**config.mk**
```make
export PLATFORM = sky130hd
export DESIGN_NAME = sep_eeprom
export DESIGN_NICKNAME = d
export VERILOG_FILES = /design/src/rtl/sep_pkg.sv /design/src/rtl/sep_sync.sv /design/src/rtl/sep_array.sv /design/src/rtl/sep_ptimer.sv /design/src/rtl/sep_ctrl.sv /design/src/rtl/sep_eeprom.sv
export SDC_FILE = /design/constraint.sdc
export NUM_CORES = 2
export LEC_CHECK = 0
export CORE_UTILIZATION = 52
export DETAILED_ROUTE_END_ITERATION = 8
export GPL_TIMING_DRIVEN = 1
export PLACE_DENSITY = 0.68
export RECOVER_POWER = 50
export SYNTH_ARGS = -nofsm -noshare
export SYNTH_HDL_FRONTEND = slang
export SYNTH_SLANG_ARGS = --single-unit
```
**constraint.sdc**
```tcl
create_clock -name clk -period 3.25 [get_ports clk]
set_input_delay 0.325 -clock clk [delete_from_list [all_inputs] [get_ports clk]]
set_output_delay 0.325 -clock clk [all_outputs]
set_load 0.02 [all_outputs]
```
**src/rtl/sep_pkg.sv**
```systemverilog
package sep_pkg;

    typedef enum logic [3:0] {
        S_IDLE,
        S_OPC,
        S_ADR,
        S_DAT,
        S_RD,
        S_HOLD,
        S_ARM,
        S_PROG
    } sep_state_e;

    // two-bit command field
    localparam logic [1:0] OP_EXT = 2'b00;
    localparam logic [1:0] OP_WR  = 2'b01;
    localparam logic [1:0] OP_RD  = 2'b10;
    localparam logic [1:0] OP_ER  = 2'b11;

    // sub-commands of OP_EXT, taken from the top two address bits
    localparam logic [1:0] X_DIS   = 2'b00;
    localparam logic [1:0] X_WRALL = 2'b01;
    localparam logic [1:0] X_ERALL = 2'b10;
    localparam logic [1:0] X_EN    = 2'b11;

endpackage

```
**src/rtl/sep_sync.sv**
```systemverilog
module sep_sync #(
    parameter int W      = 3,
    parameter int STAGES = 2
) (
    input  logic         clk,
    input  logic         rst_n,
    input  logic [W-1:0] async_i,
    output logic [W-1:0] lvl_o
);
    for (genvar b = 0; b < W; b++) begin : g_bit
        logic [STAGES-1:0] chain_d, chain_q;

        always_comb begin
            chain_d = {chain_q[STAGES-2:0], async_i[b]};
        end

        always_ff @(posedge clk or negedge rst_n) begin
            if (!rst_n) chain_q <= '0;
            else        chain_q <= chain_d;
        end

        assign lvl_o[b] = chain_q[STAGES-1];
    end
endmodule

```
**src/rtl/sep_array.sv**
```systemverilog
module sep_array #(
    parameter int AW = 6,
    parameter int DW = 16
) (
    input  logic          clk,
    input  logic          rst_n,
    input  logic          we_i,
    input  logic          wall_i,
    input  logic [AW-1:0] waddr_i,
    input  logic [DW-1:0] wdata_i,
    input  logic [AW-1:0] raddr_i,
    output logic [DW-1:0] rdata_o
);
    localparam int WORDS = 1 << AW;

    logic [DW-1:0] mem_q [WORDS];

    for (genvar g = 0; g < WORDS; g++) begin : g_word
        logic          hit;
        logic [DW-1:0] word_d;

        always_comb begin
            hit    = wall_i || (we_i && (waddr_i == AW'(g)));
            word_d = hit ? wdata_i : mem_q[g];
        end

        always_ff @(posedge clk or negedge rst_n) begin
            if (!rst_n) mem_q[g] <= '1;
            else        mem_q[g] <= word_d;
        end
    end

    assign rdata_o = mem_q[raddr_i];
endmodule

```
**src/rtl/sep_ptimer.sv**
```systemverilog
module sep_ptimer #(
    parameter int PROG_CYCLES = 200
) (
    input  logic clk,
    input  logic rst_n,
    input  logic start_i,
    output logic busy_o,
    output logic done_o
);
    localparam int CW = $clog2(PROG_CYCLES + 1);

    logic [CW-1:0] cnt_d, cnt_q;

    always_comb begin
        cnt_d = cnt_q;
        if (start_i)             cnt_d = CW'(PROG_CYCLES);
        else if (cnt_q != '0)    cnt_d = cnt_q - 1'b1;
    end

    always_ff @(posedge clk or negedge rst_n) begin
        if (!rst_n) cnt_q <= '0;
        else        cnt_q <= cnt_d;
    end

    assign busy_o = (cnt_q != '0);
    assign done_o = (cnt_q == CW'(1));
endmodule

```
**src/rtl/sep_ctrl.sv**
```systemverilog
module sep_ctrl
    import sep_pkg::*;
#(
    parameter int AW = 6,
    parameter int DW = 16
) (
    input  logic          clk,
    input  logic          rst_n,
    input  logic          sel_i,
    input  logic          sck_i,
    input  logic          sdi_i,
    input  logic [DW-1:0] rd_data_i,
    output logic [AW-1:0] rd_addr_o,
    input  logic          tmr_done_i,
    output logic          tmr_start_o,
    output logic          mem_we_o,
    output logic          mem_wall_o,
    output logic [AW-1:0] wr_addr_o,
    output logic [DW-1:0] wr_data_o,
    output logic          prog_en_o,
    output logic          sdo_o
);
    localparam int CW = $clog2(DW + 2);

    typedef struct packed {
        sep_state_e    st;
        logic [CW-1:0] cnt;
        logic [1:0]    op;
        logic [AW-1:0] addr;
        logic [DW-1:0] sh;
        logic          en;
        logic          rdy;
        logic          sdo;
        logic          pall;
        logic          sck_p;
        logic          sel_p;
    } ctl_t;

    ctl_t q, n;
    logic sck_rise, sel_fall;

    assign sck_rise  = sck_i && !q.sck_p;
    assign sel_fall  = !sel_i && q.sel_p;
    assign rd_addr_o = {q.addr[AW-2:0], sdi_i};

    always_comb begin
        n           = q;
        n.sck_p     = sck_i;
        n.sel_p     = sel_i;
        tmr_start_o = 1'b0;
        mem_we_o    = 1'b0;
        mem_wall_o  = 1'b0;

        if (q.st == S_PROG) begin
            // host lines are ignored until the operation completes
            if (tmr_done_i) begin
                mem_we_o   = !q.pall;
                mem_wall_o = q.pall;
                n.st       = S_IDLE;
                n.rdy      = 1'b1;
            end
        end else if (!sel_i) begin
            if (q.st == S_ARM && sel_fall) begin
                tmr_start_o = 1'b1;
                n.st        = S_PROG;
            end else begin
                n.st = S_IDLE;
            end
            if (sel_fall) n.rdy = 1'b0;
        end else if (sck_rise) begin
            unique case (q.st)
                S_IDLE: begin
                    if (sdi_i) begin
                        n.st  = S_OPC;
                        n.cnt = '0;
                        n.rdy = 1'b0;
                    end
                end
                S_OPC: begin
                    n.op  = {q.op[0], sdi_i};
                    n.cnt = q.cnt + 1'b1;
                    if (q.cnt == CW'(1)) begin
                        n.st  = S_ADR;
                        n.cnt = '0;
                    end
                end
                S_ADR: begin
                    n.addr = rd_addr_o;
                    n.cnt  = q.cnt + 1'b1;
                    if (q.cnt == CW'(AW - 1)) begin
                        n.cnt = '0;
                        unique case (q.op)
                            OP_RD: begin
                                n.sh  = rd_data_i;
                                n.sdo = 1'b0;
                                n.st  = S_RD;
                            end
                            OP_WR: begin
                                n.pall = 1'b0;
                                n.st   = S_DAT;
                            end
                            OP_ER: begin
                                n.sh   = '1;
                                n.pall = 1'b0;
                                n.st   = q.en ? S_ARM : S_HOLD;
                            end
                            default: begin
                                unique case (rd_addr_o[AW-1 -: 2])
                                    X_EN: begin
                                        n.en = 1'b1;
                                        n.st = S_HOLD;
                                    end
                                    X_DIS: begin
                                        n.en = 1'b0;
                                        n.st = S_HOLD;
                                    end
                                    X_ERALL: begin
                                        n.sh   = '1;
                                        n.pall = 1'b1;
                                        n.st   = q.en ? S_ARM : S_HOLD;
                                    end
                                    default: begin
                                        n.pall = 1'b1;
                                        n.st   = S_DAT;
                                    end
                                endcase
                            end
                        endcase
                    end
                end
                S_DAT: begin
                    n.sh  = {q.sh[DW-2:0], sdi_i};
                    n.cnt = q.cnt + 1'b1;
                    if (q.cnt == CW'(DW - 1)) begin
                        n.st = q.en ? S_ARM : S_HOLD;
                    end
                end
                S_RD: begin
                    if (q.cnt == CW'(DW)) begin
                        n.sdo = 1'b0;
                        n.st  = S_HOLD;
                    end else begin
                        n.sdo = q.sh[DW-1];
                        n.sh  = {q.sh[DW-2:0], 1'b0};
                        n.cnt = q.cnt + 1'b1;
                    end
                end
                default: ;
            endcase
        end

        if (n.st == S_IDLE)    n.sdo = sel_i && n.rdy;
        else if (n.st != S_RD) n.sdo = 1'b0;
    end

    always_ff @(posedge clk or negedge rst_n) begin
        if (!rst_n) begin
            q      <= '0;
            q.st   <= S_IDLE;
        end else begin
            q <= n;
        end
    end

    assign wr_addr_o = q.addr;
    assign wr_data_o = q.sh;
    assign prog_en_o = q.en;
    assign sdo_o     = q.sdo;
endmodule

```
**src/rtl/sep_eeprom.sv**
```systemverilog
module sep_eeprom #(
    parameter int ADDR_W      = 6,
    parameter int WORD_W      = 16,
    parameter int PROG_CYCLES = 200
) (
    input  logic clk,
    input  logic rst_n,
    input  logic sel_i,
    input  logic sck_i,
    input  logic sdi_i,
    output logic sdo_o
);
    logic [2:0]        lvl;
    logic              sel_s, sck_s, sdi_s;
    logic [ADDR_W-1:0] rd_addr, wr_addr;
    logic [WORD_W-1:0] rd_data, wr_data;
    logic              mem_we, mem_wall, prog_en;
    logic              tmr_start, tmr_busy, tmr_done;

    sep_sync #(.W(3), .STAGES(2)) u_sync (
        .clk     (clk),
        .rst_n   (rst_n),
        .async_i ({sel_i, sck_i, sdi_i}),
        .lvl_o   (lvl)
    );

    assign sel_s = lvl[2];
    assign sck_s = lvl[1];
    assign sdi_s = lvl[0];

    sep_ctrl #(.AW(ADDR_W), .DW(WORD_W)) u_ctrl (
        .clk         (clk),
        .rst_n       (rst_n),
        .sel_i       (sel_s),
        .sck_i       (sck_s),
        .sdi_i       (sdi_s),
        .rd_data_i   (rd_data),
        .rd_addr_o   (rd_addr),
        .tmr_done_i  (tmr_done),
        .tmr_start_o (tmr_start),
        .mem_we_o    (mem_we),
        .mem_wall_o  (mem_wall),
        .wr_addr_o   (wr_addr),
        .wr_data_o   (wr_data),
        .prog_en_o   (prog_en),
        .sdo_o       (sdo_o)
    );

    sep_array #(.AW(ADDR_W), .DW(WORD_W)) u_array (
        .clk     (clk),
        .rst_n   (rst_n),
        .we_i    (mem_we),
        .wall_i  (mem_wall),
        .waddr_i (wr_addr),
        .wdata_i (wr_data),
        .raddr_i (rd_addr),
        .rdata_o (rd_data)
    );

    sep_ptimer #(.PROG_CYCLES(PROG_CYCLES)) u_timer (
        .clk     (clk),
        .rst_n   (rst_n),
        .start_i (tmr_start),
        .busy_o  (tmr_busy),
        .done_o  (tmr_done)
    );
endmodule

```
# --- Word-level counts from Yosys, hierarchy flattened ---
# Cells that the tools add are included.
totals:
  input_bits: 5
  output_inout_bits: 1
  wordCells: 386
  reg_bits: 1077
classes:
  n_eq_ne: 89
  n_reduce_logical: 157
  n_lt_le_gt_ge: 1
  bitwise_logic: 4
  n_addsub: 2
  muxes: 54
ops:
  columns: ["operator", "n"]
  rows:
  - ["6-bit == test (second input constant)", 32]
  - ["16-bit binary-select mux with 6-bit select", 1]
  - ["6-bit by 5-bit == test with 1-bit output (second input constant)", 16]
  - ["16-bit case mux with 3 select lines", 2]
  - ["1-bit logical AND", 68]
  - ["1-bit logical OR", 64]
  - ["16-bit 2-to-1 mux", 4]
  - ["6-bit by 4-bit == test with 1-bit output (second input constant)", 8]
  - ["9-bit case mux with 5 select lines", 1]
  - ["37-bit 2-to-1 mux", 1]
  - ["9-bit 2-to-1 mux", 3]
  - ["6-bit by 3-bit == test with 1-bit output (second input constant)", 4]
  - ["1-bit 2-to-1 mux", 21]
  - ["4-bit 2-to-1 mux", 5]
  - ["17-bit 2-to-1 mux", 1]
  - ["8-bit 2-to-1 mux", 2]
  - ["7-bit AND reduction", 2]
  - ["4-bit by 3-bit == test with 1-bit output (second input constant)", 3]
  - ["6-bit by 2-bit == test with 1-bit output (second input constant)", 2]
  - ["4-bit case mux with 3 select lines", 1]
  - ["6-bit AND reduction", 2]
  - ["2-bit 2-to-1 mux", 5]
  - ["3-bit nonzero test", 3]
  - ["2-bit == test (second input constant)", 4]
  - ["other kinds (38)", 52]

# --- Longest topological paths before layout ---
depth:
  depth_word: 13
  ltp_mapped: 11
  depth_no_buf: 8

# --- By module ---
# From an unflattened synthesis, not the netlist that was laid out.
hier_totals:
  cells_unflattened: 3355
  area_unflattened_um2: 51570.7
modules_own_cells:
  columns: ["module", "area_each_um2", "instances", "cells_each", "seq_area_each_um2"]
  rows:
  - ["sep_array", 48308.8, 1, 2997, 26905.8]
  - ["sep_ctrl", 2606.2, 1, 298, 975.9]
  - ["sep_ptimer", 483.0, 1, 51, 200.2]
  - ["sep_sync", 172.7, 1, 9, 150.1]

# --- Least setup slack after synthesis ---
# No wires, ideal clock.
synth_path:
  kind: "register -> register"
  startpoint: "register u_ctrl.q, in the netlist u_ctrl.wr_addr_o[4]"
  endpoint: "register u_ctrl.q[35] in the netlist's numbering"
  setup_slack_ns: 0.766
  path_stages_with_launch: 11
  synth_period_minus_slack_ns: 2.484
  t_arrival_ns: 2.357
  cell_sequence: "dfrtp_1 -> clkbuf_1 -> clkinv_1 -> clkbuf_1 -> clkbuf_1 -> ha_1 -> a31o_2 -> a21oi_1 -> nor4_1 -> a21oi_1 -> or2_2"
synth_rtl:
  columns: ["item", "line", "rtl"]
  rows:
  - ["from (decl)", "sep_ctrl.sv:39", "ctl_t q, n;"]
  - ["from (signal assigned)", "sep_ctrl.sv:161", "q <= n;"]

# --- Final worst setup path ---
layout_path:
  startpoint: "register u_timer.cnt_q[4]"
  endpoint: "register u_array.mem_q[139] in the netlist's numbering"
layout_via:
  elab_chain_cells: 5
  elab_cells_between_ends: 7
  classes_between: "eq/ne: 1; mux: 4; reduce/logical: 2"
layout_rtl:
  columns: ["item", "line", "rtl"]
  rows:
  - ["from (decl)", "sep_ptimer.sv:12", "logic [CW-1:0] cnt_d, cnt_q;"]
  - ["from (signal assigned)", "sep_ptimer.sv:22", "else cnt_q <= cnt_d;"]
  - ["8-bit by 1-bit == test with 1-bit output (*)", "sep_ptimer.sv:26", "assign done_o = (cnt_q == CW'(1));"]
  - ["1-bit 2-to-1 mux", "sep_ctrl.sv:56", "if (tmr_done_i) begin"]
  - ["1-bit 2-to-1 mux", "sep_ctrl.sv:54", "if (q.st == S_PROG) begin"]
  - ["1-bit logical AND", "sep_array.sv:23", "hit = wall_i || (we_i && (waddr_i == AW'(g)));"]
  - ["1-bit logical OR (*)", "sep_array.sv:23", null]
  - ["to (signal, indexed assignment)", "sep_array.sv:29", "else mem_q[g] <= word_d;"]
  - ["to (decl)", "sep_array.sv:16", "logic [DW-1:0] mem_q [WORDS];"]
# Mark *: on every way between the ends. The rest lies on a longest branch, timed or not.
# A chain may end at the register's enable or synchronous reset.

==> metrics.md <==
| Metric | Value |
|---|---|
| Status | finished, violations left |
| Violated checks | capacitance limit, slew limit |
| Post-Syn Nets | 3651 |
| Via density | 6.21 |
| Endpoints failing setup | 0 |
| Met2 WL | 63400 µm |
| Family with the most delay on the worst path | simple AND/OR/NAND/NOR gates |
| Maximum vdd ir drop | 0.479 mV |
| GRT overflow | 0 |
| Initial antenna violation count | 3 |
| Distinct cells, synth | 63 |
| CP Capture Type | flop |
| Top Metal Used | met5 |
| Setup crit start kind | flop |
| Yosys warns | 0 |
| Die Span X | 317 µm |
| Synth area leaders | dfstp_2, mux2_2, mux2i_1 |
| Global-route wire length before repair | 205000 µm |
| Syn Std Cell Area | 51500 µm² |
| Worst-Skew Late Latency | 0.71 ns |
| GP Congestion | 0.888 |
| Sequential share of the synthesized area | 54.8% |
| Std-Cell Core Area | 98300 µm² |
| Pwr Total | 30000 µW |
| Largest net degree at the start of global routing | 124 |
| Antenna Violating Nets Remaining | 0 |
| Via count | 31092 |
| Row count | 115 |
| Min-delay worst type | in -> reg |
| Hpwl dp | 83600 µm |
| Initial Utilization | 52.4% |
| ANT cells | 0 |
| Setup Skew | 0.0264 ns |
| Commonest cells in the netlist | dfstp_2, mux2_2, mux2i_1, clkbuf_1, o22ai_1 |
| Critical path fanouts, max | 16 |
| CP cell instances | nor4_4, and3_1, and2_1, nand3_1, o21ai_2, mux2_2 |
| Crit-path max cell delay | 0.96 ns |
| Die H | 317 µm |
| Fin. Hold Viols | 0 |
| Critical path data required time | 3.88 ns |
| CP arrival | 3.78 ns |
| Drt wl/cell | 26.5 µm |
| CTS Buf Count | 113 |
| Residual DRC | 0 |
| Share of layout cells above drive strength 1 | 69.5% |
| Slew HR | -50.5% |
| Ys flop type | dfstp_2 |
| Clk sinks | 1077 |
| EDFF count, synth | 0 |
| Post-synth ARST share | 100% |
| Leakage | 0.0238 µW |
| Crit path buf inv count | 0 |
| Sum Neg Setup Slack | 0 ns |
| Least-Margin Pin Slew | 2.26 ns |
| Crit Path Class | reg -> reg |
| DRT iter0 DRCs | 2304 |
| Area leader, netlist | dfstp_2 |
| Syn_area_per_cell | 14.2 µm² |
| Final non-filler cell total | 5006 |
| Most numerous cell in the Yosys netlist | dfstp_2 |
| Top cell type's share of synthesized area | 52.2% |
| Power Density | 522 nW/µm² |
| Final WS setup | 0.0945 ns |
| Max Slew Vio Count | 65 |
| Max-cap violations | 1 |
| Area growth syn-to-layout | 11.4% |
| Tmin final | 3.16 ns |
| Root Buffer | clkbuf_16 |
| Pre-Repair DR Iteration Count | 7 |
| Seq cells post-synth | 1077 |
| Reg clk slew, reported paths | 0.06 ns |
| Met1 WL | 57800 µm |
| Gr usage total | 26.9% |
| Fmax | 317 MHz |
| Setup WS pre-CTS | 0.135 ns |
| Mapped Cells | 3637 |
| H-tree lvl count | 3 |
| RSZ-0062 raised after global routing | false |
| Placed cells | 4801 |
| Nets@finish | 3644 |
| DR WL met3 | 6420 µm |
| Clock buffer depth | 3 |
| Routed wire length | 133000 µm |
| # IOs | 6 |
| Final period util | 97.1% |
| DIE AREA | 100000 µm² |
| Vias in the first global route | 33122 |
| CP max stage cell | o21ai_2 |
| I/O Buffers | 5 |
| CTS tree | done |
## final cells by class
class	count	area, µm²
inverters	12	45.0
flip-flops and latches	1077	28300
repair buffers	215	1890
clock inverters	44	458
fillers	7558	40900
multi-input cells	2211	21800
clock buffers	160	3340
well taps	1287	1610
## per-stage QoR
stage	hold WS (ns)	utilization, %	cell area (µm²)
CTS	0.0483	58.6	57500
finish	0.185	58.4	57400
floorplan	0.0294	-	51500
global route	0.174	58.4	57400
detailed placement	0.337	54.7	53700
global placement	0.342	54.7	53700
## sequential cells by signal, indices dropped and copies added (netlist names)
signal / cells
u_array.mem_q: 1024
u_ctrl.prog_en_o: 1
u_ctrl.q: 15
u_ctrl.sdo_o: 1
u_ctrl.wr_addr_o: 6
u_ctrl.wr_data_o: 16
u_sync.g_bit.chain_q: 6
u_timer.cnt_q: 8
## worst register-to-register path: stages (launching register included)
cell and delay [ns]:
dfrtp_1 0.47, nor4_4 0.30, and3_1 0.26, and2_1 0.35
nand3_1 0.30, o21ai_2 0.96, mux2_2 0.44
## cell families after synthesis
family / synth area share, %
AO/OA/AOI/OAI: 6.10
adder cells (fa/ha/maj): 0.219
buffers and inverters: 3.07
multiplexers: 32.7
XOR/XNOR: 0.0340
AND/OR/NAND/NOR: 3.02
flip-flops: 54.8
## layout by cell type, fill, tap and decap left out, types with 26 or more instances in the layout
| master | n |
|---|---|
| clkbuf_1 | 29 |
| clkinv_2 | 30 |
| mux2_2 | 985 |
| o22ai_1 | 126 |
| mux4_2 | 55 |
| a31oi_2 | 31 |
| a21oi_1 | 29 |
| nor3_1 | 51 |
| mux2_4 | 30 |
| a22oi_1 | 90 |
| dfrtp_1 | 35 |
| dfstp_2 | 1024 |
| buf_4 | 154 |
| o21ai_0 | 62 |
| nand2_1 | 80 |
| nand3_1 | 68 |
| buf_12 | 26 |
| mux2i_1 | 408 |
| clkbuf_8 | 31 |
| clkbuf_16 | 114 |
## worst paths after layout
| kind | slack (ns) | cells after the start | from | endpoint |
|---|---|---|---|---|
| max in group asynchronous | 0.41 | 3 | rst_n | u_ctrl.wr_data_o[7]$_DFFE_PN0P_ |
| setup reg to reg | 0.09 | 6 | u_timer.cnt_q[4]$_DFFE_PN0P_ | u_array.mem_q[139]$_DFFE_PN1P_ |
| setup / recovery | 0.09 | 6 | u_timer.cnt_q[4]$_DFFE_PN0P_ | u_array.mem_q[139]$_DFFE_PN1P_ |
| min in group asynchronous | 0.89 | 2 | rst_n | u_ctrl.q[2]$_DFFE_PN0P_ |
| hold / removal | 0.19 | 1 | sdi_i | u_sync.g_bit[0].chain_q[0]$_DFF_PN0_ |
| hold reg to reg | 0.35 | 0 | u_sync.g_bit[1].chain_q[0]$_DFF_PN0_ | u_sync.g_bit[1].chain_q[1]$_DFF_PN0_ |
## per-layer routing
metal  GRT usage, %  up-vias
met3           3.70      275
li1               -    13423
met4           10.6        2
met2           43.6      776
met1           36.7    16616
met5              0        -
## power by group
part / leakage (µW) / switching, µW / internal (µW)
combinational: 0.0107 / 1860 / 604
clock: 0.00191 / 5360 / 7740
sequential: 0.0112 / 774 / 13600
## repair_timing
item | CTS | global route
hold buffers | 1 | 0
setup endpoints to repair | 0 | 17
gates resized for setup | 0 | 2
setup buffers | 0 | 0
hold endpoints to repair | 11 | 0
Note: power is estimated with default switching activity, not from simulation.
